===== src/rtl/mini_alu_pkg.sv =====
package mini_alu_pkg;
  typedef enum logic [2:0] {
    FN_ADD_CHAIN = 3'd0,
    FN_ADD_OP    = 3'd1,
    FN_SEXT_B    = 3'd2,
    FN_ANY_SET   = 3'd3,
    FN_ALL_SET   = 3'd4,
    FN_PACK      = 3'd5
  } alu_fn_e;
endpackage


===== src/rtl/fa_cell.sv =====
module fa_cell (
  input  logic a,
  input  logic b,
  input  logic ci,
  output logic s,
  output logic co
);
  assign s  = a ^ b ^ ci;
  assign co = (a & b) | (a & ci) | (b & ci);

  // the two output bits together count the ones on the inputs
  always_comb begin
    p_cell_count_r9: assert ({co, s} == 2'(a) + 2'(b) + 2'(ci))
      else $error("p_cell_count_r9: cell output mismatch");
  end
endmodule


===== src/rtl/ripple_adder.sv =====
module ripple_adder #(
  parameter int W = 4
) (
  input  logic [W-1:0] x,
  input  logic [W-1:0] y,
  input  logic         cin,
  output logic [W-1:0] sum,
  output logic         cout
);
  logic [W:0] carry;
  assign carry[0] = cin;

  for (genvar i = 0; i < W; i++) begin : g_stage
    fa_cell u_cell (
      .a (x[i]),
      .b (y[i]),
      .ci(carry[i]),
      .s (sum[i]),
      .co(carry[i+1])
    );
  end

  assign cout = carry[W];

  // the chain total matches the arithmetic sum of its inputs
  always_comb begin
    p_chain_total_r1: assert ({cout, sum} == (W+1)'(x) + (W+1)'(y) + (W+1)'(cin))
      else $error("p_chain_total_r1: chain sum mismatch");
  end
endmodule


===== src/rtl/mini_alu.sv =====
module mini_alu
  import mini_alu_pkg::*;
#(
  parameter int OPW = 4
) (
  input  logic [OPW-1:0]   op_a,
  input  logic [OPW-1:0]   op_b,
  input  logic [2:0]       fn_sel,
  output logic [2*OPW-1:0] result
);
  localparam int RW  = 2 * OPW;
  localparam int PAD = RW - OPW - 1;

  logic [OPW-1:0] chain_sum;
  logic           chain_co;
  logic [OPW:0]   op_sum;
  logic           any_flag;
  logic           all_flag;

  // Structural adder, kept outside the selector
  ripple_adder #(.W(OPW)) u_chain (
    .x   (op_a),
    .y   (op_b),
    .cin (1'b0),
    .sum (chain_sum),
    .cout(chain_co)
  );

  assign op_sum   = {1'b0, op_a} + {1'b0, op_b};
  assign any_flag = |{op_a, op_b};
  assign all_flag = &{op_a, op_b};

  always_comb begin
    case (alu_fn_e'(fn_sel))
      FN_ADD_CHAIN: result = {{PAD{1'b0}}, chain_co, chain_sum};
      FN_ADD_OP:    result = {{PAD{1'b0}}, op_sum};
      FN_SEXT_B:    result = {{OPW{op_b[OPW-1]}}, op_b};
      FN_ANY_SET:   result = {{(RW-1){1'b0}}, any_flag};
      FN_ALL_SET:   result = {{(RW-1){1'b0}}, all_flag};
      FN_PACK:      result = {op_a, op_b};
      default:      result = '0;
    endcase
  end

  always_comb begin
    // the structural and operator adders agree
    p_adders_agree_r3: assert ({chain_co, chain_sum} == op_sum)
      else $error("p_adders_agree_r3: adder disagreement");
    // an all-ones operand set always implies some bit set
    p_flag_order_r6: assert (!all_flag || any_flag)
      else $error("p_flag_order_r6: flag ordering violated");
    // the additions leave the pad bits clear
    p_pad_clear_r2: assert (!(fn_sel == 3'd0 || fn_sel == 3'd1) || result[RW-1:OPW+1] == '0)
      else $error("p_pad_clear_r2: high bits set on add");
    // unused codes drive zero
    p_unused_zero_r8: assert (fn_sel < 3'd6 || result == '0)
      else $error("p_unused_zero_r8: nonzero on unused code");
  end
endmodule


===== config.mk =====
export PLATFORM = sky130hd
export DESIGN_NAME = mini_alu
export DESIGN_NICKNAME = d
export VERILOG_FILES = /design/src/rtl/mini_alu_pkg.sv /design/src/rtl/fa_cell.sv /design/src/rtl/ripple_adder.sv /design/src/rtl/mini_alu.sv
export SDC_FILE = /design/constraint.sdc
export NUM_CORES = 1
export LEC_CHECK = 0
export ABC_AREA = 1
export BUFFER_PORTS_ARGS = -buffer_cell sky130_fd_sc_hd__buf_2
export CAP_MARGIN = 20
export CORE_AREA = 10 10 47 49
export DETAILED_ROUTE_END_ITERATION = 8
export DIE_AREA = 0 0 57 59
export MAX_ROUTING_LAYER = met4
export SETUP_SLACK_MARGIN = 0.2
export SYNTH_ARGS = -nofsm -noshare
export SYNTH_HDL_FRONTEND = slang
export SYNTH_SLANG_ARGS = --single-unit

===== constraint.sdc =====
create_clock -name vclk -period 1.6
set_input_delay 0 -clock vclk [all_inputs]
set_output_delay 0 -clock vclk [all_outputs]
set_load 0.05 [all_outputs]

==> Word-level counts from Yosys, hierarchy flattened <==
Index checks and enable logic that the tools add are counted.
{ "op_classes": {"addsub": 1, "bitwise": 23, "n_mux": 1, "n_reduce_logical": 3, "eq_ne": 5} }
{ "op_table": {"columns": ["op", "n"], "rows": [
  ["$pmux 8 s6", 1],
  ["$and 1x1->1", 10],
  ["$reduce_and 8->1", 1],
  ["$reduce_or 8->1", 1],
  ["$xor 1x1->1", 7],
  ["$eq 3x2->1 const B", 2],
  ["$eq 3x3->1 const B", 2],
  ["$or 1x1->1", 6],
  ["$add 4x4->5", 1],
  ["$eq 3x1->1 const B", 1],
  ["$logic_not 3->1", 1]
]} }
{ "totals": {"input_bits": 11, "out_inout_bits": 8, "regBits": 0} }

==> Logic depth before layout (Yosys ltp) <==
Gate-level depths: netlist (run 1).
{ "depth": {"depth_word": 11, "depth_mapped": 8} }

==> Cells and area by module <==
A second synthesis (run 1) with hierarchy kept.
{ "unflattened": {"cells_unflattened": 89, "hier_area_um2": 496.7} }
{ "by_module_without_submodules": {"columns": ["mod", "seq_area_each_um2", "area_per_inst_um2", "n_inst", "cells_each"], "rows": [
  ["mini_alu", 0.0, 416.6, 1, 85],
  ["fa_cell", 0.0, 20.0, 4, 1]
]} }

==> Worst setup path before layout (run 1) <==
Ideal clock, no wire load.
{ "synth_path": {"kind": "input-to-output", "start": "input op_a[0]", "end": "output result[3]", "t_required_ns": 1.600, "path_buffers": 0, "path_stages": 8, "setup_slack_ns": -0.275, "arrival_ns": 1.875, "path_cell_list": "ha_1 -> inv_1 -> fa_1 -> fa_1 -> fa_1 -> nor2_1 -> a21oi_1 -> nand2_1"} }
{ "synth_via": {"elab_chain_cells": 9, "elab_cells_between_ends": 12, "cone_classes": "1 x add/sub; 1 x mux; 10 x bitwise"} }
{ "synth_rtl": {"columns": ["element", "line_no", "text"], "rows": [
  ["start, declared", "mini_alu.sv:6", "input logic [OPW-1:0] op_a,"],
  ["$and 1x1->1 (2 in a row)", "fa_cell.sv:9", "assign co = (a & b) | (a & ci) | (b & ci);"],
  ["$or 1x1->1 (2 in a row)", "fa_cell.sv:9", null],
  ["$and 1x1->1", "fa_cell.sv:9", null],
  ["$or 1x1->1 (2 in a row)", "fa_cell.sv:9", null],
  ["$xor 1x1->1", "fa_cell.sv:8", "assign s = a ^ b ^ ci;"],
  ["$pmux 8 s6 *", "mini_alu.sv:34", "case (alu_fn_e'(fn_sel))"],
  ["end, declared", "mini_alu.sv:9", "output logic [2*OPW-1:0] result"]
]} }
Every way passes the cells marked *; elsewhere a longest branch is shown, timed or not.

==> Final worst setup path (run 1) <==
Same ends and word-level chain as after synthesis.

==> impl.org, run 1 <==
** Outcome
- The flow ran to the end, but the final reports show violations.
- Violations in the final reports :: negative setup slack

** Clocking
- The number of hold buffers added after CTS was 0.

** Flow run
- Number of maximum-capacitance violations :: 0

** Power and ir drop
- Of the total power, combinational logic draws 1.000.
- Peak VDD IR :: 0.133 mV
- Proportion of power drawn by the clock network :: 0
- For this design the ratio of total power to cell area is 366 mW/mm^2.
- Internal power comes to 90.8 uW.
- In this run the static leakage power is 0.000353 uW.
- Switching share of power :: 0.625
- Of the total power, registers draw 0.
- Total net switching power :: 152 uW

** Synth
- Post-synth design cell area :: 429 um^2
- The Yosys step of the flow raised 0 warnings.
- Unique cell type count in the Yosys netlist :: 18
- Of the post-synthesis cell area, the dominant cell type holds 0.166.
- The synthesized design spends more area on one cell type than any other, namely sky130_fd_sc_hd__nand2_1.
- Yosys instantiated no cell more often than sky130_fd_sc_hd__nand2_1.
- The number of nets handed over by synthesis was 93.
- Counting every instance in the synthesized netlist gives 75.
- Yosys attributes the largest share of cell area to sky130_fd_sc_hd__nand2_1 (17%), sky130_fd_sc_hd__fa_1 (14%), sky130_fd_sc_hd__inv_1 (12%), sky130_fd_sc_hd__ha_1 (12%), sky130_fd_sc_hd__nor2_1 (7.0%).
- Sequential fraction of the synthesis area :: 0
- Dividing the synthesized area by the synthesized cell count gives 5.72 um^2.
- Counting instances in the post-synthesis netlist gives the leading cell types as sky130_fd_sc_hd__nand2_1 (19), sky130_fd_sc_hd__inv_1 (14), sky130_fd_sc_hd__nor2_1 (8).

** Place
- Routability-driven placement finished with a final weighted congestion of 0.836.
- Summed over all nets, the half-perimeter wirelength after detailed placement is 1180 um.
- The count of buffers added on input and output ports is 19.
- OpenSTA, run right after detailed placement, puts the worst setup slack at -0.333 ns.

** STA
- Final hold violation count :: 0
- Setup violations remaining at the end of the flow were counted as 2.
- Setup repair after global routing could not meet its margin everywhere.
- At the pin with the least slew margin, the transition time is 0.318 ns.
- In this run the tightest slew margin relative to its limit is 0.787.
- After layout, the worst setup slack is -0.233 ns.
- Final-layout setup total negative slack :: -0.312 ns
- Min Clock Period, post-route :: 1.83 ns
- Dividing the final minimum period by the clock period gives 1.15.
- Maximum frequency from static timing analysis :: 546 MHz
- The number of max-slew violations in the final report came to 0.

** Critical path
- CP startpoint kind :: input pin
- CP Max Fanout :: 2
- The worst setup path is captured at a primary output.
- Data arrives at the worst endpoint at 1.83 ns.
- Class of the most critical setup path :: input pin to primary output
- In this run the worst setup path begins at op_a[0].
- CP Capture Point :: result[3]
- Endpoint required time on the critical path :: 1.60 ns

** Final layout
- Counting the clock-network buffers in the layout gives 0.
- Of the cells placed in the final design, the portion with a size suffix greater than 1 is 0.414.
- Number of flip-flops and latches :: 0
- Compared with the post-synthesis result, the final layout area differs by 54.2%.
- Core Util, Final :: 0.472
- After the last flow step, the layout net total stands at 119.
- Across the whole layout, storage elements account for 0 um^2.
- Count of inserted antenna diode cells :: 0

** Route
- Using the TritonRoute via totals, the vias-per-cell ratio works out to 4.78.
- The first TritonRoute pass finished after 3 iterations.
- After detailed routing, the total wire length is 1340 um.
- In the final routed layout, each cell accounts on average for 11.6 um.
- Remaining routing DRC violations :: 0
- Remaining antenna violation count after routing :: 0
- For this block, the initial DRC count from the detailed router was 3.
- Overall via count from detail_route :: 550

** Floorplan
- Starting utilization of the core area :: 0.306
- From bottom edge to top edge, the die measures 59 um.
- Die Span X :: 57 um
- Num ports :: 19
- Placement Rows :: 14
- Core area :: 0.00140 mm^2
- Die area :: 0.00336 mm^2

** Hold path
- The min-delay analysis places its worst path in the category input pin to primary output.
- Hold path startpoint :: op_b[3]

** Global route
- The total overflow left after global routing is 0.
- The number of antenna violations at the first check in global routing is 0.
- The number of global-route vias before repair was 544.
- First-pass GRT wire length :: 2210 um
- In the global route stage, overall resource usage came out at 0.0763.
- Entering global routing, the biggest net connects 6 pins.
routing by layer:
metal,GRT usage,up-vias,routed length (um)
met2,0.147,8,685
met1,0.0876,252,617
met4,0,0,0
met3,0.00644,0,34
li1,-,290,-
met5,-,-,0
power groups by stage:
stage / sequential (uW) / clock (uW) / combinational (uW)
after detailed placement: 0 / 0 / 220
after global routing: 0 / 0 / 266
after CTS: 0 / 0 / 240
after floorplan: 0 / 0 / 149
after global placement: 0 / 0 / 218
final: 0 / 0 / 242
final cells by class:
| type | instances | area (um^2) |
|---|---|---|
| tap | 16 | 20.0 |
| multi-input combinational | 58 | 407 |
| timing repair buffer | 24 | 171 |
| inverter | 17 | 63.8 |
| fill | 156 | 739 |
stage by stage:
step	hold WS [ns]	area (um^2)	power, uW	std cells
global placement	0.474	607	218	114
CTS	0.425	648	240	114
finish	0.408	662	242	115
detailed placement	0.476	607	220	114
global route	0.443	662	266	115
floorplan	0.226	462	149	75
logic make-up after synthesis:
| logic type | Yosys count | share of synthesized area |
|---|---|---|
| AO/OA/AOI/OAI | 14 | 0.189 |
| adder cells (fa/ha/maj) | 7 | 0.257 |
| AND/OR/NAND/NOR | 37 | 0.405 |
| buffers and inverters | 17 | 0.149 |
placed cells by master, fill, tap and decap left out, types with 2 or more instances in the layout:
master                     synthesis  routed
sky130_fd_sc_hd__buf_2             0      14
sky130_fd_sc_hd__buf_4             0       6
sky130_fd_sc_hd__buf_8             0       3
sky130_fd_sc_hd__fa_2              0       3
sky130_fd_sc_hd__ha_1              4       3
sky130_fd_sc_hd__inv_1            14      13
sky130_fd_sc_hd__inv_2             3       4
sky130_fd_sc_hd__nand2_1          19      18
sky130_fd_sc_hd__nand2_2           1       2
sky130_fd_sc_hd__nand3_1           3       2
sky130_fd_sc_hd__nand4_1           3       3
sky130_fd_sc_hd__nor2_1            8       7
sky130_fd_sc_hd__o211ai_1          2       2
sky130_fd_sc_hd__o21ai_0           5       5
sky130_fd_sc_hd__o21ai_1           3       3
worst min-delay path by stage:
stage / end / slack, ns / depth (start not counted)
global placement: result[2] / 0.47 / 4
global route: result[3] / 0.44 / 4
detailed placement: result[2] / 0.48 / 4
floorplan: result[1] / 0.23 / 2
CTS: result[3] / 0.43 / 4
finish: result[3] / 0.41 / 4
critical path, cell delays in order:
cell                      delay [ns]
sky130_fd_sc_hd__buf_8          0.08
sky130_fd_sc_hd__ha_4           0.13
sky130_fd_sc_hd__inv_2          0.03
sky130_fd_sc_hd__fa_2           0.35
sky130_fd_sc_hd__fa_2           0.35
sky130_fd_sc_hd__fa_2           0.53
sky130_fd_sc_hd__nor2_2         0.04
sky130_fd_sc_hd__a21oi_2        0.11
sky130_fd_sc_hd__nand2_2        0.07
sky130_fd_sc_hd__buf_8          0.15
repair_timing:
item                       CTS  global route
pin swaps                    2             1
setup endpoints to repair    3             3
resized for setup           12             2
setup buffers                0             1
No activity file was read; power rests on OpenSTA's default activity.
==> run 2, diff against run 1 <==
==> constraint.sdc (replaced) <==
create_clock -name vclk -period 1.6
set_input_delay 0.16 -clock vclk [all_inputs]
set_output_delay 0.16 -clock vclk [all_outputs]
set_load 0.05 [all_outputs]
==> impl.org, run 2 (same netlist as run 1, synthesis figures left out) <==
** Floorplan
- The x dimension of the die is 57 um (unchanged).
- Core area :: 0.00140 mm^2 (unchanged)
- The area of the die is 0.00336 mm^2 (unchanged).
- The count of pins on the block boundary was 19 (unchanged).
- The starting density of the core was 0.306 (unchanged).
- The count of standard-cell rows came to 14 (unchanged).
- The floorplan die height is 59 um (unchanged).

** Place
- Detailed-placement wirelength estimate :: 1230 um (+4.0%)
- The number of I/O port buffers came to 19 (unchanged).
- Dpl cells :: 118 (+3.5%)
- Pre-CTS setup slack :: -0.653 ns (-0.320 ns)
- The total placed instance area is 644 um^2 (+6.2%).
- Routability congestion estimate from global placement :: 0.771 (-7.7%)

** STA
- Min Clock Period, post-route :: 2.15 ns (+0.318 ns)
- The setup total negative slack is -1.14 ns (-0.831 ns).
- The number of max-slew violations in the final report is 0 (unchanged).
- The achievable clock frequency was 465 MHz (-15%).
- Final Setup Violations :: 3 (+1)
- Final period utilization :: 1.34 (+0.199)
- Setup repair after global routing could not meet its margin everywhere.
- Slew headroom :: 0.799 (+0.0125)
- Transition time of the tightest slew-check pin :: 0.299 ns (-0.0186 ns)
- The hold violation total from the final report came to 0 (unchanged).
- Worst path setup slack after routing :: -0.551 ns (-0.318 ns)

** Critical path
- CP Data Arrival Time :: 1.99 ns (+0.16 ns)
- The slowest stage of the critical path is the sky130_fd_sc_hd__fa_1 cell.
- Cells along the critical path :: buf_8, ha_4, inv_2, fa_2, fa_2, fa_1, nor2_1, a21oi_1, nand2_2, buf_8
- CP startpoint kind :: input pin
- The required time of the critical path is 1.44 ns (-0.16 ns).
- The worst setup path is captured at a primary output.
- The critical-path maximum fanout was 2 (unchanged).
- The longest individual stage delay on the worst path was 0.48 ns (-0.05 ns).
- Class of the most critical setup path :: input pin to primary output
- Worst Setup SP :: op_b[0]

** Power and ir drop
- The power density over the cells came to 365 mW/mm^2 (-0.29%).
- The leakage dissipation is 0.000369 uW (+4.6%).
- Peak VDD IR :: 0.144 mV (+8.4%)
- Overall power after layout :: 253 uW (+4.2%)

** Route
- The number of DRC violations after detailed routing is 0 (unchanged).
- The number of detailed-route iterations in the first pass is 2 (-1).
- Via density per instance :: 4.75 (-0.77%)
- Average detailed-routed wire length per instance :: 11.2 um (-3.9%)
- The number of vias after detailed routing was 560 (+1.8%).
- The number of DRC markers in iteration 0 came to 5 (+2).
- The post-route antenna net violation count came to 0 (unchanged).
- The aggregate routed wire length came to 1320 um (-1.3%).

** Final layout
- Count of inserted antenna diode cells :: 0 (unchanged)
- Count of non-filler cells in the finished layout :: 118 (+2.6%)
- Commonest non-fill, non-tap cell in the layout :: sky130_fd_sc_hd__nand2_1
- Fraction of layout cells with a size suffix above 1 :: 0.412 (-0.00238)
- The count of clock-net buffers in the final layout came to 0 (unchanged).
- The footprint of the flip-flops and latches came to 0 um^2 (unchanged).
- The count of sequential standard cells is 0 (unchanged).
- Synthesis-to-finish area growth :: 61.2%
- The area of all placed cells without fillers came to 692 um^2 (+4.5%).
- The net count reported at finish was 122 (+2.5%).
- Leaving out fill and tap cells, the most frequent cells in the layout are sky130_fd_sc_hd__nand2_1 (17), sky130_fd_sc_hd__inv_1 (13), sky130_fd_sc_hd__buf_2 (13).

** Clocking
- The quantity of hold-fixing buffers added after cts came to 0 (unchanged).
- The number of buffers inserted to repair setup after CTS is 0 (unchanged).

** Global route
- Pin count of the biggest net entering global routing :: 6 (unchanged)
- The number of antenna violations at the first check in global routing was 0 (unchanged).
- The number of global-route vias before repair came to 561 (+3.1%).
- GRT Resource Usage Total :: 0.0833 (+0.00699)
- The overall overflow remaining after global route is 0 (unchanged).
- First-pass GRT wire length :: 2420 um (+9.6%)

** Flow run
- The count of max-cap constraint violations was 0 (unchanged).

** Hold path
- Cell depth of the worst hold path :: 4 (unchanged)
- Hold path startpoint :: op_b[3]
- Kind of path behind the tightest hold check :: input pin to primary output

** Outcome
- Violations in the final reports :: negative setup slack
- Run status :: finished, violations left
run 2: metal layers:
metal  wire, um  up-vias  track usage
met5          0        -            -
met4          0        0            0
met3         44        0      0.00858
met2        651       10        0.153
met1        623      254        0.100
li1           -      296            -
run 2: layout make-up:
class / instances / area [um^2]
inverters: 17 / 63.8
multi-input cells: 58 / 408
well taps: 16 / 20.0
fillers: 159 / 709
repair buffers: 27 / 200
run 2: final timing paths:
check                    to
setup / recovery  result[3]
hold / removal    result[3]
run 2: critical path: cells and delay by family:
family	cells	cell delay [ns]
compound gates	1	0.14
buf+inv	3	0.26
fa+ha+maj	4	1.30
simple gates	2	0.11
run 2: repair_timing:
| item | 4_1_cts | 5_1_grt |
|---|---|---|
| cloned | 0 | 0 |
| pin swaps | 6 | 5 |
| endpoints found under the setup margin | 4 | 5 |
| endpoints found under the hold margin | 0 | 0 |
| gates resized for setup | 13 | 1 |
run 2: metrics by stage:
| step | util | hold WS, ns |
|---|---|---|
| CTS | 0.492 | 0.751 |
| detailed placement | 0.460 | 0.814 |
| floorplan | - | 0.534 |
| finish | 0.494 | 0.735 |
| global route | 0.494 | 0.760 |
| global placement | 0.460 | 0.816 |
run 2: report_power, final:
group / total [uW] / leakage (uW) / internal, uW / switching, uW
Clock: 0 / 0 / 0 / 0
Sequential: 0 / 0 / 0 / 0
Combinational: 253 / 0.000369 / 99.2 / 153
==> run 3, diff against run 2 <==
- BUFFER_PORTS_ARGS: -buffer_cell sky130_fd_sc_hd__buf_2 -> not set
- DONT_BUFFER_PORTS: not set -> 1
==> impl.org, run 3 (same netlist as run 1, synthesis figures left out) <==
** STA
- Final Setup Violations :: 3 (unchanged)
- Min Clock Period, post-route :: 2.00 ns (-0.153 ns)
- Final hold violation count :: 0 (unchanged)
- Final-layout setup total negative slack :: -0.736 ns (+0.407 ns)
- Worst hold margin :: 0.516 ns (-0.219 ns)
- Final Slew Violations :: 0 (unchanged)
- The minimum setup slack in the final design was -0.398 ns (+0.153 ns).
- The transition time at the pin with the least slew margin was 0.476 ns (+0.177 ns).
- Setup repair after global routing could not meet its margin everywhere.
- Final period utilization :: 1.25 (-0.0957)
- The achievable clock frequency was 500 MHz (+7.7%).
- The remaining max-slew budget at the tightest pin came to 0.682 (-0.117).

** Power and ir drop
- The clock share of power came to 0 (unchanged).
- P per Cell Area :: 349 mW/mm^2 (-4.4%)
- Switching share of power :: 0.682 (+0.0744)
- The total power of the final layout was 189 uW (-25%).
- The internal cell power came to 60.3 uW (-39%).
- Proportion of power drawn by combinational gates :: 1.000 (about the same)
- Leakage power figure :: 0.000269 uW (-27%)
- The proportion of power drawn by flip-flops and latches is 0 (unchanged).
- Peak VDD IR :: 0.125 mV (-13%)
- The switching power summed over all nets came to 129 uW (-16%).

** Route
- Via density per instance :: 5.05 (+6.4%)
- The number of detailed-route iterations in the first pass came to 4 (+2).
- Remaining routing DRC violations :: 0 (unchanged)
- Total Wirelength :: 1340 um (+1.2%)
- Average detailed-routed wire length per instance :: 13.8 um (+23%)
- Remaining antenna violation count after routing :: 0 (unchanged)
- The number of vias after detailed routing was 490 (-13%).
- The number of DRC markers in iteration 0 is 6 (+1).

** Final layout
- Leaving out fill and tap cells, the most frequent cell in the layout is sky130_fd_sc_hd__nand2_1.
- The library cells used most frequently in the layout, excluding fill and tap cells, are sky130_fd_sc_hd__nand2_1 (18), sky130_fd_sc_hd__inv_1 (13), sky130_fd_sc_hd__nor2_1 (8).
- Count of inserted antenna diode cells :: 0 (unchanged)
- Relative to the synthesized area, the layout overhead comes to 26.5%.
- The count of sequential standard cells came to 0 (unchanged).
- The count of clock-net buffers in the final layout came to 0 (unchanged).
- Fraction of layout cells with a size suffix above 1 :: 0.259 (-0.153)
- The final-layout fill cell count is 173 (+8.8%).
- Total area of multi-input combinational cells :: 414 um^2 (+1.5%)
- NumNets Final :: 101 (-17%)
- The footprint of the flip-flops and latches was 0 um^2 (unchanged).

** Critical path
- The worst setup path is of the input pin to primary output kind.
- STA classifies the critical path endpoint as a primary output.
- The critical-path maximum fanout was 4 (+2).
- CP Data Arrival Time :: 1.84 ns (-0.15 ns)
- Endpoint required time on the critical path :: 1.44 ns (about the same)
- CP startpoint kind :: input pin

** Floorplan
- Die Span X :: 57 um (unchanged)
- The count of standard-cell rows was 14 (unchanged).
- The standard cell core area was 0.00140 mm^2 (unchanged).
- Die area :: 0.00336 mm^2 (unchanged)
- Floorplan die height :: 59 um (unchanged)
- Num ports :: 19 (unchanged)
- Starting utilization of the core area :: 0.306 (unchanged)

** Outcome
- Run status :: finished, violations left
- The checks that failed: negative setup slack.

** Hold path
- Worst Hold Endpoint :: result[3]
- The worst hold path belongs to the class input pin to primary output.
- Hold path startpoint :: op_b[3]
- The number of cells on the worst hold path came to 2 (-2).

** Place
- The worst-case setup slack after placement is -0.479 ns (+0.174 ns).
- The number of I/O port buffers is 0 (-19).
- Detailed-placement wirelength estimate :: 1180 um (-4.1%)
- Routability congestion estimate from global placement :: 0.758 (-1.7%)

** Global route
- The maximum number of pins on one net before global-route repair was 6 (unchanged).
- The number of global-route vias before repair was 514 (-8.4%).
- The global-route wire length before repair came to 2260 um (-6.5%).
- The overall overflow remaining after global route is 0 (unchanged).
- Number of antenna violations at the first check in global routing :: 0 (unchanged)
- The total global routing track utilization was 0.0793 (-0.00395).

** Clocking
- Post-CTS Setup Bufs :: 0 (unchanged)

** Flow run
- Number of maximum-capacitance violations :: 0 (unchanged)
## run 3: changes by cell type in the layout (fill, tap and decap cells not counted)
| cell | delta |
|---|---|
| sky130_fd_sc_hd__buf_6 | -2 |
| sky130_fd_sc_hd__buf_4 | -3 |
| sky130_fd_sc_hd__a21oi_1 | -1 |
| sky130_fd_sc_hd__nand2_1 | +1 |
| sky130_fd_sc_hd__buf_8 | -3 |
| sky130_fd_sc_hd__nand2_4 | +1 |
| sky130_fd_sc_hd__nand2_2 | -2 |
| sky130_fd_sc_hd__buf_2 | -13 |
| sky130_fd_sc_hd__a21oi_2 | +1 |
## run 3: cell type report
type                       count  area share
timing repair buffer           6      0.0829
inverter                      17       0.118
tap                           16      0.0369
multi-input combinational     58       0.763
## run 3: metrics by stage
stage	cells	instance area, um^2	utilization
after floorplan	75	469	-
after global placement	97	534	0.381
after detailed placement	97	534	0.381
after CTS	97	534	0.381
after global routing	97	543	0.388
final	97	543	0.388
## run 3: worst max-delay path, cell delays in order
cell	delay [ns]
sky130_fd_sc_hd__ha_4	0.11
sky130_fd_sc_hd__inv_2	0.03
sky130_fd_sc_hd__fa_2	0.35
sky130_fd_sc_hd__fa_2	0.35
sky130_fd_sc_hd__fa_1	0.49
sky130_fd_sc_hd__nor2_1	0.05
sky130_fd_sc_hd__a21oi_2	0.15
sky130_fd_sc_hd__nand2_4	0.14
## run 3: how the worst max path moves through the flow
stage          startpoint   endpoint  slack [ns]  cells after the start
3_3_place_gp      op_a[0]  result[3]       -0.45                      8
6_report          op_a[0]  result[3]       -0.40                      8
4_1_cts           op_a[0]  result[3]       -0.46                      8
3_5_place_dp      op_a[0]  result[3]       -0.48                      8
5_1_grt           op_a[0]  result[3]       -0.45                      8
2_1_floorplan     op_a[0]  result[2]       -0.42                      5
## run 3: repair_timing
| item | CTS | global route |
|---|---|---|
| endpoints found under the hold margin | 0 | 0 |
| hold buffers | 0 | 0 |
| setup endpoints to repair | 3 | 3 |
| pin swaps | 2 | 1 |
| gates cloned | 0 | 0 |
| gates resized for setup | 0 | 2 |
## run 3: routing by layer
layer / part of all wire / global-route usage
met1: 0.39 / 0.0873
met2: 0.53 / 0.150
met3: 0.079 / 0.0172
met4: 0 / 0
met5: 0 / -
## run 3: power groups by stage
stage | registers (uW) | logic [uW] | clock network, uW
2_1_floorplan | 0 | 154 | 0
3_3_place_gp | 0 | 185 | 0
3_5_place_dp | 0 | 189 | 0
4_1_cts | 0 | 189 | 0
5_1_grt | 0 | 209 | 0
6_report | 0 | 189 | 0
